## src/rtl/cmp_trigger_unit.sv

```systemverilog
module cmp_trigger_unit #(
  parameter int TW       = 16,
  parameter bit HAS_TRIG = 1'b1
) (
  input  logic          clk,
  input  logic          rst_n,
  input  logic [3:0]    mode,
  input  logic          cmp_wr_en,
  input  logic [TW-1:0] cmp_wr_data,
  input  logic          tmr_sel,
  input  logic [TW-1:0] tmr0_cnt,
  input  logic [TW-1:0] tmr1_cnt,
  input  logic          conv_en,
  input  logic          irq_clr,
  output logic          tmr0_rst,
  output logic          tmr1_rst,
  output logic          conv_start,
  output logic          cmp_irq,
  output logic          cmp_pin
);
  localparam logic [3:0] M_OFF  = 4'b0000;
  localparam logic [3:0] M_SET  = 4'b1000;
  localparam logic [3:0] M_CLR  = 4'b1001;
  localparam logic [3:0] M_TRIG = 4'b1011;

  logic [TW-1:0] cmp_q;
  logic          match_q;
  logic          match_now;
  logic          hit;
  logic          trig;

  assign match_now = ((tmr_sel ? tmr1_cnt : tmr0_cnt) == cmp_q);
  assign hit       = (mode[3:2] == 2'b10) && match_now && !match_q;
  assign trig      = HAS_TRIG && (mode == M_TRIG) && hit;

  assign tmr0_rst   = trig && !tmr_sel;
  assign tmr1_rst   = trig &&  tmr_sel;
  assign conv_start = trig && conv_en;

  always_ff @(posedge clk) begin
    if (!rst_n) begin
      cmp_q   <= '0;
      match_q <= 1'b0;
      cmp_irq <= 1'b0;
      cmp_pin <= 1'b0;
    end else begin
      if (cmp_wr_en) cmp_q <= cmp_wr_data;
      match_q <= match_now;
      if (hit)          cmp_irq <= 1'b1;
      else if (irq_clr) cmp_irq <= 1'b0;
      if (mode == M_OFF)                  cmp_pin <= 1'b0;
      else if (hit && mode == M_SET)      cmp_pin <= 1'b1;
      else if (hit && mode == M_CLR)      cmp_pin <= 1'b0;
    end
  end

  a_r1_single_pulse: assert property (@(posedge clk) disable iff (!rst_n)
    (tmr0_rst && !tmr_sel) |=> !tmr0_rst);
  a_r2_one_target: assert property (@(posedge clk) disable iff (!rst_n)
    $onehot0({tmr0_rst, tmr1_rst}));
  a_r3_conv_needs_en: assert property (@(posedge clk) disable iff (!rst_n)
    conv_start |-> (conv_en && (tmr0_rst || tmr1_rst)));
  a_r6_irq_set: assert property (@(posedge clk) disable iff (!rst_n)
    (tmr0_rst || tmr1_rst) |=> cmp_irq);
  a_r6_irq_sticky: assert property (@(posedge clk) disable iff (!rst_n)
    (cmp_irq && !irq_clr) |=> cmp_irq);
  a_r8_off_low: assert property (@(posedge clk) disable iff (!rst_n)
    (mode == M_OFF) |=> !cmp_pin);

  generate
    if (!HAS_TRIG) begin : g_no_trig
      a_r5_no_trigger: assert property (@(posedge clk) disable iff (!rst_n)
        !(tmr0_rst || tmr1_rst || conv_start));
    end
  endgenerate
endmodule

```

## config.mk

```make
export PLATFORM = sky130hd
export DESIGN_NAME = cmp_trigger_unit
export DESIGN_NICKNAME = d
export VERILOG_FILES = /design/src/rtl/cmp_trigger_unit.sv
export SDC_FILE = /design/constraint.sdc
export NUM_CORES = 1
export LEC_CHECK = 0
export CAP_MARGIN = 20
export CORE_ASPECT_RATIO = 1.2
export CORE_MARGIN = 2
export CORE_UTILIZATION = 34
export DETAILED_ROUTE_END_ITERATION = 10
export MAX_ROUTING_LAYER = met4
export PLACE_DENSITY_LB_ADDON = 0.2
export SETUP_SLACK_MARGIN = 0.5
export SLEW_MARGIN = 20
export SYNTH_ARGS = -nofsm -noshare
export SYNTH_HDL_FRONTEND = slang
export SYNTH_SLANG_ARGS = --single-unit
```

## constraint.sdc

```tcl
create_clock -name clk -period 2.4 [get_ports clk]
set_clock_uncertainty 0.1 [all_clocks]
set_input_delay 0.48 -clock clk [delete_from_list [all_inputs] [get_ports clk]]
set_output_delay 0.48 -clock clk [all_outputs]
set_load 0.02 [all_outputs]
```

; ---- Yosys cells after proc, flatten, opt, wreduce, memory -nomap -nowiden
; Index checks and enable logic that the tools add are counted.
[op_classes]
bitwise = 1
eq_ne = 5
muxes = 5
n_reduce_logical = 14
[op_table]
columns = cell, n
row1 = 16-bit equality test, 1
row2 = 16-bit two-way mux, 1
row3 = "4-bit equality test, second input constant", 3
row4 = 1-bit logical AND, 8
row5 = 4-bit logical NOT, 1
row6 = 1-bit two-way mux, 4
row7 = 2-bit nonzero test, 2
row8 = "2-bit equality test, second input constant", 1
row9 = 1-bit logical NOT, 2
row10 = 2-bit OR reduction, 1
row11 = 1-bit inverter, 1
[totals]
in_bits = 58
word_cells = 29
ff_bits = 19

; ---- Depth between registers and ports, before layout
[depth]
word_depth = 7
depth_mapped = 8

; ---- Worst setup path after synthesis
; Ideal clock, no wire load.
[synth_timing]
path_type = input-to-output
startpoint = input tmr_sel
endpoint = output tmr0_rst
t_arrival_ns = 2.212
stages = 7
required_ns = 1.820
slack_ns = -0.392
path_cell_list = buf_6 -> buf_12 -> mux2i_1 -> xnor2_1 -> nor4_1 -> nand4_1 -> nor4_1
[synth_via]
elab_chain_cells = 6
[synth_rtl]
columns = element, line
row1 = start: declaration, 10  ; input logic tmr_sel,
row2 = 16-bit two-way mux, 32  ; assign match_now = ((tmr_sel ? tmr1_cnt : tmr0_cnt) == cmp_q);
row3 = 16-bit equality test, 32
row4 = 1-bit logical AND (2 in a row), 33  ; assign hit = (mode[3:2] == 2'b10) && match_now && !match_q;
row5 = 1-bit logical AND, 34  ; assign trig = HAS_TRIG && (mode == M_TRIG) && hit;
row6 = 1-bit logical AND *, 36  ; assign tmr0_rst = trig && !tmr_sel;
row7 = end: declaration, 15  ; output logic tmr0_rst,
; Mark *: on every way between the ends. The rest lies on a longest branch, timed or not.

; ---- Worst setup path after layout
; Same ends and word-level chain as after synthesis.

==> run_summary.xml <==
<?xml version="1.0" encoding="UTF-8"?>
<metrics>
  <group name="outcome">
    <metric name="run_status" unit="">complete, but fails checks</metric>
    <metric name="violations" unit="">setup timing</metric>
  </group>
  <group name="timing">
    <metric name="hold_slack" unit="ns">0.432</metric>
    <metric name="final.period_utilization" unit="">1.14</metric>
    <metric name="max_clk_rate" unit="MHz">367</metric>
    <metric name="grt_setup_unrepaired" unit="">true</metric>
    <metric name="tightestPinTransition" unit="ns">0.369</metric>
    <metric name="max_slew_margin" unit="">0.752</metric>
    <metric name="post-route-min-period" unit="ns">2.73</metric>
    <metric name="report.final.hold_viol_count" unit="">0</metric>
    <metric name="setup_violations" unit="">3</metric>
    <metric name="finalSetupTns" unit="ns">-0.793</metric>
    <metric name="layout_setup_ws" unit="ns">-0.329</metric>
    <metric name="slew_viol_final" unit="">0</metric>
  </group>
  <group name="pwr">
    <metric name="max_rail_drop_vdd" unit="uV">250</metric>
    <metric name="power_per_cell_area" unit="nW/um^2">368</metric>
    <metric name="power_leakage" unit="uW">0.000883</metric>
  </group>
  <group name="place">
    <metric name="dp_worst_setup_slack" unit="ns">-1.30</metric>
    <metric name="numPortBuffers" unit="">62</metric>
    <metric name="detailed_place_hpwl" unit="mm">2.42</metric>
    <metric name="number_of_placed_instances_taps_included" unit="">218</metric>
    <metric name="gp_weighted_congestion" unit="">0.841</metric>
  </group>
  <group name="worst_hold_path">
    <metric name="worstHoldPathCells" unit="">2</metric>
    <metric name="hp-class" unit="">register to register</metric>
  </group>
  <group name="detailed_routing">
    <metric name="vias_per_cell" unit="">4.78</metric>
    <metric name="drt_pre_antenna_iters" unit="">4</metric>
    <metric name="route.antenna.remaining_nets" unit="">0</metric>
    <metric name="dr_total_vias" unit="">1075</metric>
    <metric name="detailedRoute.firstIterationViolations" unit="">15</metric>
    <metric name="detail_route.drc_violations" unit="">0</metric>
    <metric name="avgRoutedWirePerCell" unit="um">12.9</metric>
    <metric name="routed_wirelength" unit="mm">2.90</metric>
  </group>
  <group name="die">
    <metric name="fp.dieH" unit="um">65.7</metric>
    <metric name="initial_utilization" unit="">0.353</metric>
    <metric name="design.core.area" unit="um^2">3060</metric>
    <metric name="floorplan.rows" unit="">22</metric>
    <metric name="die-area" unit="um^2">3640</metric>
    <metric name="top_level_ports" unit="">63</metric>
    <metric name="die_x" unit="um">55.4</metric>
  </group>
  <group name="critical_path">
    <metric name="setup.worst_path.start_class" unit="">primary input</metric>
    <metric name="worst_setup_path_end_kind" unit="">primary output</metric>
    <metric name="worstPathArrival" unit="ns">2.15</metric>
    <metric name="criticalPathCategory" unit="">primary input to primary output</metric>
    <metric name="critPathMaxFanout" unit="">5</metric>
    <metric name="worst-endpoint-required" unit="ns">1.82</metric>
    <metric name="number_of_cells_on_the_worst_reg_to_reg_path" unit="">8</metric>
  </group>
  <group name="logic_synthesis">
    <metric name="synth-edff-count" unit="">0</metric>
    <metric name="seq_area_frac_synth" unit="">0.353</metric>
    <metric name="netlist-cell-type-count" unit="">18</metric>
    <metric name="synth_area" unit="um^2">1080</metric>
    <metric name="async_reset_ff_frac" unit="">0</metric>
    <metric name="postSynthNetCount" unit="">168</metric>
    <metric name="synth_flop_cell" unit="">dfxtp_1</metric>
    <metric name="syn-mean-instance-area" unit="um^2">9.80</metric>
    <metric name="synthesis.yosys.warnings" unit="">0</metric>
    <metric name="synthCells" unit="">110</metric>
    <metric name="synth_seq_cells" unit="">19</metric>
  </group>
  <group name="global_route">
    <metric name="grt_pass1_vias" unit="">1207</metric>
    <metric name="global_route_wire_length_before_repair" unit="mm">4.78</metric>
    <metric name="grt_max_degree" unit="">17</metric>
    <metric name="gr-total-overflow" unit="">0</metric>
    <metric name="antenna_found_initial" unit="">0</metric>
    <metric name="grtUsageTotal" unit="">0.171</metric>
  </group>
  <group name="finish">
    <metric name="fillCellCount" unit="">277</metric>
    <metric name="area_delta_synth_final" unit="%">81.7</metric>
    <metric name="final_layout_size_suffix_gt1_frac" unit="">0.201</metric>
    <metric name="finish.utilization" unit="">0.641</metric>
    <metric name="nNetsFinal" unit="">248</metric>
    <metric name="num_antenna_cells" unit="">0</metric>
    <metric name="layoutNonFillerInstCount" unit="">225</metric>
  </group>
  <group name="clocking">
    <metric name="clock_sink_count" unit="">19</metric>
    <metric name="max-clock-path-buffers" unit="">2</metric>
    <metric name="clk_transition_reported_paths" unit="ns">0.11</metric>
    <metric name="cts_inserted_buffers" unit="">3</metric>
    <metric name="cts_root_buf" unit="">clkbuf_4</metric>
    <metric name="clock_tree.htree_level_count" unit="">1</metric>
    <metric name="clk-insertion-delay-late" unit="ns">0.29</metric>
    <metric name="tritoncts" unit="">built</metric>
    <metric name="ctsHoldBuffers" unit="">0</metric>
  </group>
  <group name="run">
    <metric name="max_cap_violations" unit="">0</metric>
  </group>
</metrics>
-- final timing paths --
path / slack [ns] / startpoint / end
max: -0.33 / tmr_sel / tmr0_rst
min: 0.43 / cmp_q[13] / cmp_q[13]
max reg2reg: 0.44 / cmp_q[7] / cmp_pin
min reg2reg: 0.43 / cmp_q[13] / cmp_q[13]
-- metal layers --
layer	vias to the layer above	routed length, um	part of all wire	global-route usage
met5	-	0	0	-
met1	485	1100	0.38	0.153
met4	0	53	0.018	0.0884
li1	540	-	-	-
met2	44	1590	0.55	0.330
met3	6	158	0.054	0.0413
-- power by group --
part / internal (uW) / total, uW / leakage (uW) / switching (uW)
Combinational: 141 / 221 / 0.000709 / 79.5
Sequential: 331 / 342 / 0.000156 / 11.2
Clock: 61.9 / 157 / 0.0000177 / 95.1
Total: 534 / 720 / 0.000883 / 186
-- state kept, by name, summed over array words and instances (netlist names) --
name	cells
cmp_irq	1
cmp_pin	1
cmp_q	16
match_q	1
-- area by class of cell --
class,instances,area [um^2],area share
timing repair buffer,80,778,0.397
multi-input combinational,83,717,0.366
sequential,19,380,0.194
tap,36,45.0,0.0230
clock buffer,3,22.5,0.0115
inverter,3,11.3,0.00575
clock inverter,1,5.00,0.00255
-- logic make-up after synthesis --
logic type,synth area share
buf+inv,0.0499
xor+xnor,0.130
flops,0.353
compound gates,0.0139
simple gates,0.157
mux,0.297
-- stage by stage --
| stage | power (uW) | instance area, um^2 |
|---|---|---|
| 4_1_cts | 721 | 1880 |
| 6_report | 720 | 1960 |
| 2_1_floorplan | 447 | 1110 |
| 3_3_place_gp | 566 | 1850 |
| 3_5_place_dp | 571 | 1850 |
| 5_1_grt | 766 | 1960 |
-- synth_stat cells (2+ instances only) --
| master | n | share of area |
|---|---|---|
| dfxtp_1 | 19 | 0.35 |
| nor4_1 | 7 | 0.041 |
| mux2i_1 | 32 | 0.30 |
| clkbuf_1 | 3 | 0.010 |
| inv_1 | 2 | 0.0070 |
| nor2_1 | 19 | 0.066 |
| xnor2_1 | 16 | 0.13 |
| nand2_1 | 2 | 0.0070 |
-- cell usage in the layout (no fill, tap or decap), drive strengths merged --
master	count
nor4b	1
nand4	1
clkdlybuf4s50	26
inv	2
nor2	19
buf	21
clkbuf	4
clkinv	2
nor4	7
xnor2	16
dfxtp	19
nand2	2
mux2i	32
o21a	1
nor2b	1
dlygate4sd2	30
and4	2
o31ai	1
dlymetal6s2s	2
-- worst max-delay path, cell delays in order --
cell	delay [ns]
buf_12	0.11
buf_12	0.13
mux2i_4	0.19
xnor2_2	0.14
nor4_2	0.32
nand4_1	0.18
buf_4	0.18
nor4_4	0.24
buf_4	0.18
-- repair_timing --
action / CTS / global route
setup endpoints to repair: 6 / 6
setup buffers: 1 / 1
resized for setup: 61 / 10
pin swaps: 23 / 9
gates cloned: 0 / 1
Note: power is estimated with default switching activity, not from simulation.
